--- config.mk ---
export PLATFORM = sky130hd
export DESIGN_NAME = ecc_patrol_scrubber
export DESIGN_NICKNAME = d
export VERILOG_FILES = /design/src/rtl/scrub_pkg.sv /design/src/rtl/scrub_pacer.sv /design/src/rtl/scrub_addr_gen.sv /design/src/rtl/secded_check.sv /design/src/rtl/ecc_patrol_scrubber.sv
export SDC_FILE = /design/constraint.sdc
export NUM_CORES = 1
export LEC_CHECK = 0
export BUFFER_PORTS_ARGS = -buffer_cell sky130_fd_sc_hd__buf_2
export CORE_ASPECT_RATIO = 0.5
export CORE_MARGIN = 8
export CORE_UTILIZATION = 40
export CTS_BUF_LIST = sky130_fd_sc_hd__clkbuf_4 sky130_fd_sc_hd__clkbuf_8 sky130_fd_sc_hd__clkbuf_16
export DETAILED_ROUTE_END_ITERATION = 10
export MAX_ROUTING_LAYER = met4
export PLACE_DENSITY = 0.68
export SLEW_MARGIN = 20
export SYNTH_ARGS = -nofsm -noshare
export SYNTH_HDL_FRONTEND = slang
export SYNTH_HIERARCHICAL = 1
export SYNTH_SLANG_ARGS = --single-unit
--- constraint.sdc ---
create_clock -name clk -period 10.4 [get_ports clk]
set_input_delay 0 -clock clk [delete_from_list [all_inputs] [get_ports clk]]
set_output_delay 0 -clock clk [all_outputs]
set_load 0.01 [all_outputs]
--- src/rtl/scrub_pkg.sv ---
package scrub_pkg;
  localparam int DW = 64;
  localparam int CW = 72;
  localparam int PW = 7;

  typedef logic [CW-1:0] cword_t;

  typedef enum logic [2:0] {S_IDLE, S_RD, S_WAIT, S_CHK, S_WR} scrub_st_e;
  typedef enum logic [1:0] {V_CLEAN, V_SINGLE, V_DOUBLE} verdict_e;

  function automatic logic is_pow2(int p);
    return (p & (p - 1)) == 0;
  endfunction

  // XOR of the positions of all set bits 1..71
  function automatic logic [PW-1:0] hamming_syndrome(cword_t cw);
    logic [PW-1:0] s;
    s = '0;
    for (int i = 1; i < CW; i++)
      if (cw[i]) s = s ^ PW'(i);
    return s;
  endfunction

  function automatic cword_t secded_encode(logic [DW-1:0] d);
    cword_t cw;
    logic [PW-1:0] s;
    int k;
    cw = '0;
    k = 0;
    for (int i = 1; i < CW; i++)
      if (!is_pow2(i)) begin
        cw[i] = d[k];
        k++;
      end
    s = hamming_syndrome(cw);
    for (int b = 0; b < PW; b++) cw[1 << b] = s[b];
    cw[0] = ^cw[CW-1:1];
    return cw;
  endfunction
endpackage

--- src/rtl/scrub_pacer.sv ---
module scrub_pacer #(
  parameter int IW = 16
) (
  input  logic          clk,
  input  logic          rst_n,
  input  logic          en,
  input  logic          idle,
  input  logic [IW-1:0] interval,
  output logic          kick
);
  logic [IW-1:0] cnt;
  logic          armed;

  assign armed = en && (interval != '0);
  assign kick  = idle && armed && (cnt >= interval - IW'(1));

  always_ff @(posedge clk or negedge rst_n) begin
    if (!rst_n)                       cnt <= '0;
    else if (!idle || !armed || kick) cnt <= '0;
    else                              cnt <= cnt + IW'(1);
  end
endmodule

--- src/rtl/scrub_addr_gen.sv ---
module scrub_addr_gen #(
  parameter int DEPTH = 1024,
  localparam int AW = (DEPTH > 1) ? $clog2(DEPTH) : 1
) (
  input  logic          clk,
  input  logic          rst_n,
  input  logic          step,
  output logic [AW-1:0] addr
);
  localparam logic [AW-1:0] LAST = AW'(DEPTH - 1);

  always_ff @(posedge clk or negedge rst_n) begin
    if (!rst_n)    addr <= '0;
    else if (step) addr <= (addr == LAST) ? '0 : addr + AW'(1);
  end
endmodule

--- src/rtl/secded_check.sv ---
module secded_check
  import scrub_pkg::*;
(
  input  cword_t            cw,
  output verdict_e          verdict,
  output logic [PW-1:0]     pos,
  output cword_t            fixed
);
  logic [PW-1:0] syn;
  logic          odd;

  always_comb begin
    syn     = hamming_syndrome(cw);
    odd     = ^cw;
    pos     = syn;
    fixed   = cw;
    verdict = V_DOUBLE;
    if (!odd && syn == '0) begin
      verdict = V_CLEAN;
    end else if (odd && int'(syn) < CW) begin
      verdict = V_SINGLE;
      fixed   = cw ^ (cword_t'(1) << syn);
    end
  end
endmodule

--- src/rtl/ecc_patrol_scrubber.sv ---
module ecc_patrol_scrubber
  import scrub_pkg::*;
#(
  parameter int DEPTH = 1024,
  parameter int IW    = 16,
  localparam int AW = (DEPTH > 1) ? $clog2(DEPTH) : 1
) (
  input  logic          clk,
  input  logic          rst_n,
  input  logic          scrub_en,
  input  logic [IW-1:0] scrub_interval,
  input  logic          host_busy,
  output logic          mem_req,
  output logic          mem_we,
  output logic [AW-1:0] mem_addr,
  output logic [CW-1:0] mem_wdata,
  input  logic          mem_rvalid,
  input  logic [CW-1:0] mem_rdata,
  output logic          ce_pulse,
  output logic [AW-1:0] ce_addr,
  output logic [PW-1:0] ce_pos,
  output logic          ue_pulse,
  output logic [AW-1:0] ue_addr
);
  scrub_st_e     state, state_nx;
  cword_t        rd_q, wr_q;
  logic [AW-1:0] addr;
  logic          kick;
  verdict_e      verdict;
  logic [PW-1:0] bad_pos;
  cword_t        fixed_cw;

  // named internal events
  logic scrub_idle, rd_fire, wr_fire, chk_single, chk_double, adv_step;

  assign scrub_idle = (state == S_IDLE);
  assign rd_fire    = (state == S_RD) && !host_busy;
  assign wr_fire    = (state == S_WR) && !host_busy;
  assign chk_single = (state == S_CHK) && (verdict == V_SINGLE);
  assign chk_double = (state == S_CHK) && (verdict == V_DOUBLE);
  assign adv_step   = wr_fire || ((state == S_CHK) && (verdict != V_SINGLE));

  scrub_pacer #(.IW(IW)) u_pacer (
    .clk(clk), .rst_n(rst_n), .en(scrub_en), .idle(scrub_idle),
    .interval(scrub_interval), .kick(kick)
  );

  scrub_addr_gen #(.DEPTH(DEPTH)) u_addr (
    .clk(clk), .rst_n(rst_n), .step(adv_step), .addr(addr)
  );

  secded_check u_check (
    .cw(rd_q), .verdict(verdict), .pos(bad_pos), .fixed(fixed_cw)
  );

  always_comb begin
    state_nx = state;
    unique case (state)
      S_IDLE: if (kick)       state_nx = S_RD;
      S_RD:   if (rd_fire)    state_nx = S_WAIT;
      S_WAIT: if (mem_rvalid) state_nx = S_CHK;
      S_CHK:  state_nx = chk_single ? S_WR : S_IDLE;
      S_WR:   if (wr_fire)    state_nx = S_IDLE;
      default: state_nx = S_IDLE;
    endcase
  end

  always_ff @(posedge clk or negedge rst_n) begin
    if (!rst_n) begin
      state    <= S_IDLE;
      rd_q     <= '0;
      wr_q     <= '0;
      ce_pulse <= 1'b0;
      ue_pulse <= 1'b0;
      ce_addr  <= '0;
      ce_pos   <= '0;
      ue_addr  <= '0;
    end else begin
      state    <= state_nx;
      ce_pulse <= chk_single;
      ue_pulse <= chk_double;
      if (state == S_WAIT && mem_rvalid) rd_q <= mem_rdata;
      if (chk_single) begin
        wr_q    <= fixed_cw;
        ce_addr <= addr;
        ce_pos  <= bad_pos;
      end
      if (chk_double) ue_addr <= addr;
    end
  end

  assign mem_req   = rd_fire || wr_fire;
  assign mem_we    = (state == S_WR);
  assign mem_addr  = addr;
  assign mem_wdata = wr_q;
endmodule

Word-level counts from Yosys, hierarchy flattened
Index checks and enable logic that the tools add are counted.
W data, S select, Z words.
{"block": "totals", "register_bits": 202, "latch_bits": 0, "ram_bits": 0, "romBits": 0, "input_bits": 93, "out_inout_bits": 113, "wordCells": 206, "mem_count": 0}
{"block": "classes", "n_addsub": 3, "n_mul": 0, "div": 0, "magnitude_cmp": 2, "eq_ne": 12, "shift": 1, "n_mux": 83, "bitwise_logic": 71, "n_reduce_logical": 24}
{"operator": "$mux W6", "count": 32}
{"operator": "$mux W72", "count": 2}
{"operator": "$mux W5", "count": 16}
{"operator": "$reduce_xor A72 Y1", "count": 1}
{"operator": "$shl A1 B7 Y72 const A", "count": 1}
{"operator": "$xor A72 B72 Y72", "count": 1}
{"operator": "$not A3 Y3", "count": 23}
{"operator": "$not A4 Y4", "count": 16}
{"operator": "$mux W7", "count": 8}
{"operator": "$not A2 Y2", "count": 18}
{"operator": "$mux W4", "count": 8}
{"operator": "$not A5 Y5", "count": 6}
{"operator": "$mux W3", "count": 9}
{"operator": "$add A16 B1 Y16 const B", "count": 1}
{"operator": "$ge A16 B16 Y1", "count": 1}
{"operator": "$mux W16", "count": 1}
{"operator": "$reduce_bool A16 Y1", "count": 1}
{"operator": "$sub A16 B1 Y16 const B", "count": 1}
{"operator": "$pmux W3 S5", "count": 1}
{"operator": "$logic_and A1 B1 Y1", "count": 11}
{"operator": "$add A10 B1 Y10 const B", "count": 1}
{"operator": "$eq A10 B10 Y1 const B", "count": 1}
{"operator": "$mux W10", "count": 1}
{"operator": "$mux W2", "count": 4}
{"operator": "other kinds (16)", "count": 31}

Logic depth before layout (Yosys ltp)
Gate-level depths: netlist of the first run.
{"block": "depth", "ltp_word": 143, "ltp_mapped": 16, "depth_no_buf": 16}

Modules after synthesis
The synthesis of the first run kept the hierarchy.
{"module": "ecc_patrol_scrubber", "instances": 1, "cells_per_inst": 387, "area_each_um2": 7438.4, "seq_area_each_um2": 4404.2}
{"module": "secded_check", "instances": 1, "cells_per_inst": 347, "area_each_um2": 3010.4, "seq_area_each_um2": 0.0}
{"module": "scrub_pacer", "instances": 1, "cells_per_inst": 154, "area_each_um2": 1372.6, "seq_area_each_um2": 400.4}
{"module": "scrub_addr_gen", "instances": 1, "cells_per_inst": 46, "area_each_um2": 508.0, "seq_area_each_um2": 250.2}

Least setup slack after synthesis of the first run
No wires, ideal clock.
{"block": "synth_timing", "path_kind": "reg2reg", "start": "register rd_q[54]", "end": "register u_addr.addr[9]", "setup_ns": 0.118, "t_arrival_ns": 3.697, "required_time_ns": 10.282, "path_slack_ns": 6.585, "stages_incl_launch_ff": 13, "n_path_buf": 0, "synth_period_minus_slack_ns": 3.815, "path_cell_list": "dfrtp_1 xnor3_1 xor3_1 xnor3_1 xnor2_1 xnor3_2 xnor2_1 o21ai_0 nor2b_1 o2bb2ai_1 nand4_4 a211o_1 a21o_1"}
{"block": "synth_via", "elab_chain_len": 34, "elab_cells_between_ends": 44, "cone_classes": "order compare (1); eq/ne (1); mux (20); bitwise (15); reduce/logical (7)"}
{"element": "start, declared", "line_no": "ecc_patrol_scrubber.sv:26", "source": "cword_t rd_q, wr_q;"}
{"element": "start signal, assigned", "line_no": "ecc_patrol_scrubber.sv:82", "source": "if (state == S_WAIT && mem_rvalid) rd_q <= mem_rdata;"}
{"element": "$mux W6", "line_no": "scrub_pkg.sv:20", "source": "if (cw[i]) s = s ^ PW'(i);"}
{"element": "$not A5 Y5 (no line)"}
{"element": "$mux W6", "line_no": "scrub_pkg.sv:20"}
{"element": "$mux W6 or $not A3 Y3 (tied branches)"}
{"element": "$mux W6", "line_no": "scrub_pkg.sv:20"}
{"element": "$not A4 Y4 (no line) or $mux W6 (tied branches)"}
{"element": "$mux W6", "line_no": "scrub_pkg.sv:20"}
{"element": "$not A5 Y5 (no line) or $not A4 Y4 (tied branches)"}
{"element": "(+20 left out)"}
{"element": "$logic_and A1 B1 Y1", "line_no": "secded_check.sv:20", "source": "end else if (odd && int'(syn) < CW) begin"}
{"element": "$mux W2", "line_no": "secded_check.sv:20"}
{"element": "$mux W2 (*)", "line_no": "secded_check.sv:18", "source": "if (!odd && syn == '0) begin"}
{"element": "named net verdict[0]", "line_no": "ecc_patrol_scrubber.sv:29", "source": "verdict_e verdict;"}
{"element": "$ne A2 B1 Y1 (*)", "line_no": "ecc_patrol_scrubber.sv:41", "source": "assign adv_step = wr_fire || ((state == S_CHK) && (verdict != V_SINGLE));"}
{"element": "$logic_and A1 B1 Y1 (*)", "line_no": "ecc_patrol_scrubber.sv:41"}
{"element": "$logic_or A1 B1 Y1 (*)", "line_no": "ecc_patrol_scrubber.sv:41"}
{"element": "named net adv_step", "line_no": "ecc_patrol_scrubber.sv:34", "source": "logic scrub_idle, rd_fire, wr_fire, chk_single, chk_double, adv_step;"}
{"element": "end signal, assigned", "line_no": "scrub_addr_gen.sv:14", "source": "else if (step) addr <= (addr == LAST) ? '0 : addr + AW'(1);"}
{"element": "end, declared", "line_no": "scrub_addr_gen.sv:8", "source": "output logic [AW-1:0] addr"}
Mark *: on every way through the listed nets, which the timed path passes. The rest lies on a longest branch.
A chain may end at the register's enable or synchronous reset.

Worst setup path in the final report of the first run
{"block": "layout_timing", "start": "register rd_q[18]", "end": "register wr_q[12] (netlist: mem_wdata[12])"}
{"block": "layout_via", "elab_chain_len": 89, "elab_cells_between_ends": 109, "cone_classes": "order compare (1); eq/ne (1); shift (1); mux (58); bitwise (42); reduce/logical (6)"}
{"element": "$mux W5", "line_no": "scrub_pkg.sv:20"}
{"element": "$not A3 Y3 (no line)"}
{"element": "$mux W5", "line_no": "scrub_pkg.sv:20"}
{"element": "$not A2 Y2 (no line)"}
{"element": "$mux W5", "line_no": "scrub_pkg.sv:20"}
{"element": "$not A3 Y3 (no line)"}
{"element": "$mux W5", "line_no": "scrub_pkg.sv:20"}
{"element": "$not A3 Y3 (no line)"}
{"element": "(+67 left out)"}
{"element": "$mux W7 (8 in series)", "line_no": "scrub_pkg.sv:20"}
{"element": "$lt A7 B7 Y1", "line_no": "secded_check.sv:20"}
{"element": "$logic_and A1 B1 Y1", "line_no": "secded_check.sv:20"}
{"element": "$mux W2", "line_no": "secded_check.sv:20"}
{"element": "$mux W2 (*)", "line_no": "secded_check.sv:18"}
{"element": "named net verdict[0]", "line_no": "ecc_patrol_scrubber.sv:29"}
{"element": "$eq A2 B1 Y1 (*)", "line_no": "ecc_patrol_scrubber.sv:39", "source": "assign chk_single = (state == S_CHK) && (verdict == V_SINGLE);"}
{"element": "$logic_and A1 B1 Y1 (*)", "line_no": "ecc_patrol_scrubber.sv:39"}
{"element": "end signal, assigned", "line_no": "ecc_patrol_scrubber.sv:84", "source": "wr_q <= fixed_cw;"}
{"element": "end, declared", "line_no": "ecc_patrol_scrubber.sv:26"}
Marks and branches as above.

==> key figures, run 1 <==
Global route
  – Initial antenna violation count: 0
  – Global-route wire length before repair: between 50 and 60 mm
  – GR Util All Layers: 18.69%
  – Vias in the first global route: 9006
  – Total gr overflow: 0
  – Largest net degree at the start of global routing: 100

Route
  – Routed via count: approximately 8300
  – Drt pass-1 iters: 5
  – Drt wl/cell: 21.06 um
  – Drt total wl: 34.22 mm
  – Antenna viol nets, final: 0
  – DRC violation count after routing: 0
  – Iter 0 DRT Violations: 595
  – Vias per cell: ~5.1

Worst setup path
  – Startpoint types: flip-flop
  – Req. time, crit path: 10.79 ns
  – CP max FO: 43
  – CP max stage delay: 0.74 ns
  – Crit path DAT: 6.00 ns
  – Worst path top cell family by delay: XOR/XNOR gates
  – Critical path cell sequence: xnor2_1, xnor2_1, xnor2_1, xnor2_1, nand3_1, a21oi_1, nand3_1, o21ai_0, nor2b_1, nor2b_4, buf_4, buf_4, mux2_4
  – Crit. End Element: flip-flop
  – Critical path type: flip-flop to flip-flop
  – Crit-path most repeated cell: xnor2_1
  – WP buf/inv: 2
  – Slowest CP cell: buf_4

Cells and area
  – Util after Layout: 49.40%
  – Antenna Cells: 0
  – FILL cells: 2603
  – Register Area: 0.005055 mm2
  – Final #Nets: 1325
  – Commonest non-fill, non-tap cell in the layout: buf_2
  – Area delta synth->final: 21.60%
  – Commonest cells after routing, fill and taps aside: buf_2 (204), dfrtp_1 (202), xnor2_1 (182)
  – Share of cells above drive strength 1: 36.62%
  – Area of the multi-input gates: 0.006808 mm2

Floorplan
  – Initial Utilization: 40.63%
  – Die area: ~0.037 mm2
  – # rows: 45
  – Die W: 264.3 um
  – Num ports: 206
  – CORE AREA: 0.03035 mm2
  – Die height: 140.1 um

Placed design
  – DP Wirelength: between 20 and 25 mm
  – Post-place setup slack: just under 5 ns
  – I/O Buffers: approximately 210
  – GP Congestion: 0.9161

Timing
  – Worst Max-Slew Pin Slew: ~1.2 ns
  – Final worst slack: 4.789 ns
  – Fin. Hold Viols: 0
  – Clock skew: 0.01382 ns
  – Slew margin rel.: 16.95%
  – Fin crit share: 53.95%
  – Final worst path period need: roughly 5.6 ns
  – Setup-failing EPs final: 0
  – Pins Over Slew Limit: 0
  – Setup TNS: 0 ns
  – Fmax: between 0.15 and 0.2 GHz
  – RSZ-0062 raised after global routing: no

CTS
  – Post-CTS Hold Buffers: 76
  – CTS tree: built
  – Max clock buf depth: 3
  – Setup Fix Bufs, Post-CTS: 0
  – Post-CTS sizing: 0
  – Clk_lat worst skew: 0.51 ns
  – H-tree depth: 1
  – CTS clk-pin slew, worst paths: ~0.07 ns
  – Clk sinks: 202
  – Total CTS buffers: 21
  – Root buf cell: clkbuf_16

Synthesis
  – EDFF count, synth: 0
  – Synth cell types: 70
  – Post-Syn Instances: a little over 900
  – Mapped cell area: 0.01233 mm2
  – Avg Cell Area, Syn: 13.20 um2
  – YS warnings: 6
  – Number of synthesized register bits: around 200
  – Synth Flop Type: dfrtp_1
  – Seq/Total Area, Yosys: 41.00%
  – Post-Syn Nets: 1046
  – Asr flop ratio synth: 100.0%

Job
  – Max Cap Violations: 0

Hold path
  – Hold crit path type: input port to flip-flop

Run status
  – Status: complete, no violations
## worst min-delay path: cells and delay by family
family	cells	cell delay, ns
buf+inv	1	0.09
compound gates	1	0.06
simple gates	3	0.39
## through the flow
stage	cells	instance area, um2	hold slack, ns
floorplan	934	12330	-0.2956
finish	1625	14990	0.08715
detailed placement	1512	13480	0.1506
global placement	1512	13480	0.1244
global route	1625	14990	0.1355
CTS	1624	14980	0.07458
## routing by layer
| metal | up-vias | share of wire (%) | GRT usage [%] |
|---|---|---|---|
| li1 | 3859 | - | - |
| met1 | 4181 | 41 | 22.06 |
| met2 | 233 | 51 | 32.52 |
| met3 | 75 | 4.8 | 3.459 |
| met4 | 0 | 3.3 | 5.621 |
| met5 | - | 0 | - |
## cell families (layout without fill, tap and decap cells)
group | Yosys count | after routing | synth area share, %
adders and majority gates | 19 | 19 | 1.928
AOI/OAI and AO/OA | 98 | 98 | 5.693
muxes | 174 | 174 | 20.68
and+or+nand+nor | 155 | 155 | 7.459
xor gates and xnor gates | 244 | 244 | 19.37
DFF | 202 | 202 | 41.00
buffers and inverters | 42 | 334 | 3.866
## synth_stat cells, drive strengths merged, types with 2 or more instances
library cell	number	area (um2)
a21oi	15	86.34
clkbuf	5	18.77
o21a	3	22.52
nand2b	3	18.77
buf	27	420.4
dfrtp	202	5055
nor2b	4	35.03
o2111ai	2	17.52
xor3	3	71.32
xnor3	8	182.7
nand4	8	71.32
xnor2	190	1735
nor3b	3	27.52
and4	4	35.03
o211ai	50	375.4
mux2i	2	20.02
ha	19	237.7
xor2	43	399.1
mux2	172	2530
nand3b	2	15.01
a21o	3	22.52
or3	6	37.54
inv	10	37.53
nand2	22	82.58
nand3	25	130.1
nor4	8	92.58
nor3	23	151.4
o21ai	14	70.07
and3	2	12.51
and2	5	32.53
a2111oi	2	30.03
nor2	35	131.4
## final cells by class
cell class / count / share of cell area, %
clock inverter: 10 / 1.168
multi-input combinational: 690 / 45.41
tap: 399 / 3.330
timing repair buffer: 288 / 12.33
sequential: 202 / 33.72
inverter: 10 / 0.2504
clock buffer: 26 / 3.797
## path summary, 6_finish.rpt
check | start | to | slack [ns] | cells after the start
worst max register to register | rd_q[18]$_DFFE_PN0P_ | mem_wdata[12]$_DFFE_PN0P_ | 4.79 | 13
worst max-delay path | rd_q[18]$_DFFE_PN0P_ | mem_wdata[12]$_DFFE_PN0P_ | 4.79 | 13
min in group asynchronous | rst_n | u_pacer/cnt[6]$_DFF_PN0_ | 0.12 | 2
worst min-delay path | scrub_en | u_pacer/cnt[0]$_DFF_PN0_ | 0.09 | 5
max in group asynchronous | rst_n | mem_wdata[16]$_DFFE_PN0P_ | 8.97 | 3
worst min register to register | ue_addr[9]$_DFFE_PN0P_ | ue_addr[9]$_DFFE_PN0P_ | 0.49 | 1
## state kept, by name, indices dropped and copies added, names as in the netlist, 3 cells and up
signal and cells:
ce_addr 10, ce_pos 7, mem_wdata 72, rd_q 72, state 3, u_addr/addr 10, u_pacer/cnt 16, ue_addr 10
Power of run 1 is not shown: default switching activity piles up to over one toggle a cycle in this logic, so the estimate is an artifact.
==> run 2, diff against run 1 <==
clock period = 5.5 ns   (was 10.4 ns; I/O delays follow)
==> key figures, run 2 (same netlist as run 1, synthesis figures left out) <==
Floorplan
  – # rows: 45 (unchanged)
  – CORE AREA: 0.03035 mm2 (unchanged)
  – Num ports: 206 (unchanged)
  – Initial Utilization: 40.63% (unchanged)
  – Die W: 264.3 um (unchanged)
  – Die area: 0.03704 mm2 (unchanged)
  – Die height: 140.1 um (unchanged)

Worst setup path
  – Startpoint types: flip-flop
  – Crit path DAT: 4.90 ns (-1.10 ns)
  – WP buf/inv: 0 (-2)
  – CP max stage delay: 0.66 ns (-0.08 ns)
  – CP max FO: 7 (-84%)
  – Slowest CP cell: o2bb2ai_1
  – Critical path cell sequence: xnor3_1, xor3_1, xnor3_1, xnor2_1, xnor3_2, xnor2_1, o21ai_0, nor2b_1, o2bb2ai_1, nand3_2, nor4_4, nor2_1
  – Crit. End Element: flip-flop
  – Worst path top cell family by delay: XOR/XNOR gates
  – Req. time, crit path: 5.86 ns (-4.93 ns)
  – Critical path type: flip-flop to flip-flop

Cells and area
  – Commonest cells after routing, fill and taps aside: buf_2 (204), dfrtp_1 (202), xnor2_1 (182)
  – Share of cells above drive strength 1: 36.67% (+0.052 points)
  – Area delta synth->final: 21.26%
  – FILL cells: 2595 (-0.31%)
  – Commonest non-fill, non-tap cell in the layout: buf_2
  – Fin cells: 1628 (+0.18%)
  – Final #Nets: 1328 (+0.23%)

Placed design
  – I/O Buffers: 205 (unchanged)
  – Placed insts: 1516 (+0.26%)
  – GP Congestion: 0.8797 (-4.0%)
  – DP Wirelength: 24.25 mm (about the same)

CTS
  – Clk sinks: 202 (unchanged)
  – Setup Fix Bufs, Post-CTS: 0 (unchanged)
  – Clk_lat worst skew: 0.50 ns (about the same)
  – Post-CTS sizing: 0 (unchanged)
  – Total CTS buffers: 21 (unchanged)
  – Max clock buf depth: 3 (unchanged)
  – CTS tree: built
  – H-tree depth: 1 (unchanged)
  – CTS clk-pin slew, worst paths: 0.06 ns (about the same)
  – Post-CTS Hold Buffers: 76 (unchanged)
  – Root buf cell: clkbuf_16

Route
  – Drt pass-1 iters: 5 (unchanged)
  – Vias per cell: 5.080 (-1.1%)
  – DRC violation count after routing: 0 (unchanged)
  – Antenna viol nets, final: 0 (unchanged)
  – Drt total wl: 33.79 mm (-1.2%)
  – Drt wl/cell: 20.76 um (-1.4%)
  – Iter 0 DRT Violations: 552 (-7.2%)
  – Routed via count: 8271 (-0.92%)

Job
  – Max Cap Violations: 0 (unchanged)

Timing
  – Clock skew: 0.02397 ns (+0.01014 ns)
  – Fin crit share: 82.49% (+29 points)
  – Slew margin rel.: 20.46% (+3.5 points)
  – RSZ-0062 raised after global routing: no
  – Fin. Hold Viols: 0 (unchanged)
  – Setup-failing EPs final: 0 (unchanged)
  – Final worst path period need: 4.537 ns (-1.074 ns)
  – Pins Over Slew Limit: 0 (unchanged)
  – Fmax: 0.2204 GHz (+24%)
  – Worst Max-Slew Pin Slew: 1.193 ns (-0.05262 ns)
  – Setup TNS: 0 ns (unchanged)

Global route
  – Largest net degree at the start of global routing: 106 (+6.0%)
  – Vias in the first global route: 8979 (-0.30%)
  – Global-route wire length before repair: 52.45 mm (-2.1%)
  – GR Util All Layers: 18.19% (-0.51 points)
  – Total gr overflow: 0 (unchanged)
  – Initial antenna violation count: 2 (+2)

Run status
  – Status: complete, no violations

Hold path
  – Hold crit path type: input port to flip-flop
-- run 2: cell count changes in the layout (fill, tap and decap cells not counted), moves of 3 or more --
| cell | before | now |
|---|---|---|
| clkinv_2 | 5 | 2 |
| clkbuf_4 | 5 | 2 |
| clkinvlp_4 | 0 | 3 |
| bufinv_16 | 5 | 0 |
| clkbuf_8 | 2 | 6 |
-- run 2: per-stage QoR --
| step | setup slack (ns) | utilization (%) | hold WS, ns | cell area, um2 |
|---|---|---|---|---|
| after detailed placement | 1.065 | 44.60 | 0.1398 | 13530 |
| after global routing | 0.7914 | 49.26 | 0.1466 | 14950 |
| after floorplan | 1.685 | - | -0.2956 | 12330 |
| after global placement | 1.107 | 44.60 | 0.1185 | 13530 |
| final | 0.9630 | 49.26 | 0.1004 | 14950 |
| after CTS | 1.027 | 49.25 | 0.08891 | 14950 |
-- run 2: worst reg2reg max path, stage by stage (launching register included) --
cell,delay (ns)
dfrtp_1,0.45
xnor3_1,0.43
xor3_1,0.43
xnor3_1,0.22
xnor2_1,0.22
xnor3_2,0.41
xnor2_1,0.41
o21ai_0,0.19
nor2b_1,0.19
o2bb2ai_1,0.66
nand3_2,0.27
nor4_4,0.41
nor2_1,0.09
-- run 2: final cells by class --
class                      instances  area [um2]  share of cell area (%)
multi-input combinational        690        6808                   45.54
sequential                       202        5055                   33.81
timing repair buffer             291        1896                   12.68
clock buffer                      28       609.3                   4.076
tap                              399       499.2                   3.339
clock inverter                     6       41.29                  0.2762
inverter                          10       37.54                  0.2511
antenna                            2       5.005                 0.03348
-- run 2: worst paths after layout --
check	from	to	slack, ns	cells after the start
hold / removal	scrub_en	u_pacer/cnt[0]$_DFF_PN0_	0.10	5
setup / recovery	rd_q[54]$_DFFE_PN0P_	u_addr/addr[3]$_DFFE_PN0P_	0.96	12
max in group asynchronous	rst_n	mem_wdata[26]$_DFFE_PN0P_	4.28	3
hold reg to reg	ue_addr[7]$_DFFE_PN0P_	ue_addr[7]$_DFFE_PN0P_	0.49	1
min in group asynchronous	rst_n	u_pacer/cnt[6]$_DFF_PN0_	0.12	2
setup reg to reg	rd_q[54]$_DFFE_PN0P_	u_addr/addr[3]$_DFFE_PN0P_	0.96	12
-- run 2: routing by layer --
metal  wire length [um]  track usage (%)
met4               1049            5.246
met2              17170            31.58
met3               1521            3.180
met1              14050            21.70
met5                  0                -
Power of run 2 is left out for the same reason.
==> run 3, diff against run 2 <==
clock period = 4.5 ns   (was 5.5 ns; I/O delays follow)
==> key figures, run 3 (same netlist as run 1, synthesis figures left out) <==
Worst setup path
  – Crit. End Element: flip-flop
  – CP max FO: 50 (+43)
  – FF-to-FF Start: rd_q[50]$_DFFE_PN0P_
  – Startpoint types: flip-flop
  – Critical path cell sequence: xnor3_1, xor3_1, xnor3_1, xnor2_1, xnor3_2, xnor2_1, nand3_1, o21ai_0, nor2b_1, nor2b_4, buf_12, mux2_4
  – Critical path type: flip-flop to flip-flop
  – Req. time, crit path: 4.88 ns (-0.98 ns)
  – Worst setup path start: rd_q[50]$_DFFE_PN0P_
  – Slowest CP cell: xnor3_1
  – Crit path DAT: 4.61 ns (-0.29 ns)
  – CP max stage delay: 0.47 ns (-0.19 ns)

Global route
  – Initial antenna violation count: 2 (unchanged)
  – Vias in the first global route: 8970 (-0.10%)
  – Largest net degree at the start of global routing: 115 (+8.5%)
  – Total gr overflow: 0 (unchanged)
  – GR Util All Layers: 18.46% (+0.27 points)
  – Global-route wire length before repair: 52.81 mm (+0.68%)

Route
  – Routed via count: 8414 (+1.7%)
  – Vias per cell: 5.102 (+0.43%)
  – Antenna viol nets, final: 0 (unchanged)
  – DRC violation count after routing: 0 (unchanged)
  – Drt total wl: 34.37 mm (+1.7%)
  – Drt pass-1 iters: 5 (unchanged)
  – Drt wl/cell: 20.84 um (+0.43%)
  – Iter 0 DRT Violations: 595 (+7.8%)

CTS
  – Clk sinks: 202 (unchanged)
  – Max clock buf depth: 3 (unchanged)
  – CTS tree: built
  – Total CTS buffers: 21 (unchanged)
  – Clk_lat worst skew: 0.52 ns (+0.02 ns)
  – H-tree depth: 1 (unchanged)
  – Post-CTS sizing: 0 (unchanged)
  – CTS clk-pin slew, worst paths: 0.07 ns (about the same)
  – Root buf cell: clkbuf_16

Floorplan
  – Initial Utilization: 40.63% (unchanged)
  – Die height: 140.1 um (unchanged)
  – # rows: 45 (unchanged)
  – Num ports: 206 (unchanged)
  – Die W: 264.3 um (unchanged)
  – Die area: 0.03704 mm2 (unchanged)
  – CORE AREA: 0.03035 mm2 (unchanged)

Cells and area
  – Commonest non-fill, non-tap cell in the layout: buf_2
  – Commonest cells after routing, fill and taps aside: buf_2 (204), dfrtp_1 (202), xnor2_1 (182)
  – Share of cells above drive strength 1: 37.58% (+0.91 points)
  – Final non-filler cell area: 0.01515 mm2 (+1.3%)
  – Area delta synth->final: 22.89%
  – Util after Layout: 49.93% (+0.66 points)
  – Final #Nets: 1345 (+1.3%)

Hold path
  – Hold crit path type: input port to flip-flop
  – Min-delay src: scrub_en

Timing
  – WHS: 0.07054 ns (-0.02984 ns)
  – Final worst path period need: 4.228 ns (-0.3092 ns)
  – Pins Over Slew Limit: 0 (unchanged)
  – Fmax: 0.2365 GHz (+7.3%)
  – Fin. Hold Viols: 0 (unchanged)
  – Worst Max-Slew Pin Slew: 0.9497 ns (-0.2435 ns)
  – Setup-failing EPs final: 0 (unchanged)
  – Clock skew: 0.02324 ns (-0.0007225 ns)
  – Fin crit share: 93.95% (+11 points)
  – Slew margin rel.: 36.69% (+16 points)
  – RSZ-0062 raised after global routing: no
  – Setup TNS: 0 ns (unchanged)

Placed design
  – GP Congestion: 0.9402 (+6.9%)
  – I/O Buffers: 205 (unchanged)
  – Placed instance area: 0.01367 mm2 (+1.0%)
  – DP Wirelength: 24.23 mm (-0.10%)

Run status
  – Status: complete, no violations

Job
  – Max Cap Violations: 0 (unchanged)
-- run 3: changes by cell type in the layout (fill, tap and decap cells not counted), moves of 2 or more --
cell,delta
nor2_2,-2
bufinv_16,+2
buf_4,+16
clkbuf_4,+5
nor2_1,+2
clkinvlp_4,-3
-- run 3: area by class of cell --
class / count / area [um2]
clock inverters: 6 / 83.83
repair buffers: 308 / 2036
diodes: 2 / 5.005
inverters: 10 / 37.54
multi-input cells: 690 / 6803
well taps: 399 / 499.2
flip-flops and latches: 202 / 5055
clock buffers: 32 / 633.1
fillers: 2590 / 15200
-- run 3: what timing repair did --
item,4_1_cts,5_1_grt
hold endpoints to repair,187,0
hold buffers,76,0
buffers inserted,0,0
-- run 3: per-layer routing --
metal  track usage (%)  share of wire (%)
met1             22.19                 41
met2             32.08                 51
met3             3.407                5.0
met4             4.497                2.2
met5                 -                  0
-- run 3: path summary, 6_finish.rpt --
path | to | slack [ns] | cells past startpoint
min | u_pacer/cnt[1]$_DFF_PN0_ | 0.07 | 5
min in group asynchronous | u_pacer/cnt[10]$_DFF_PN0_ | 0.18 | 2
max | mem_wdata[21]$_DFFE_PN0P_ | 0.27 | 12
max reg2reg | mem_wdata[21]$_DFFE_PN0P_ | 0.27 | 12
min reg2reg | ue_addr[3]$_DFFE_PN0P_ | 0.48 | 1
max in group asynchronous | mem_wdata[15]$_DFFE_PN0P_ | 3.05 | 3
-- run 3: critical path, delay by kind of cell (launching register included) --
kind | cells | cell delay (ns)
AO/OA/AOI/OAI | 1 | 0.17
flip-flops | 1 | 0.40
AND/OR/NAND/NOR | 3 | 0.60
multiplexers | 1 | 0.34
XOR/XNOR | 6 | 2.17
buffers and inverters | 1 | 0.34
-- run 3: per-stage QoR --
stage,setup WS [ns],cells
global route,0.05624,1649
CTS,0.3278,1647
floorplan,0.6846,934
finish,0.2722,1649
global placement,0.4476,1533
detailed placement,0.3747,1533
Power of run 3 is left out for the same reason.
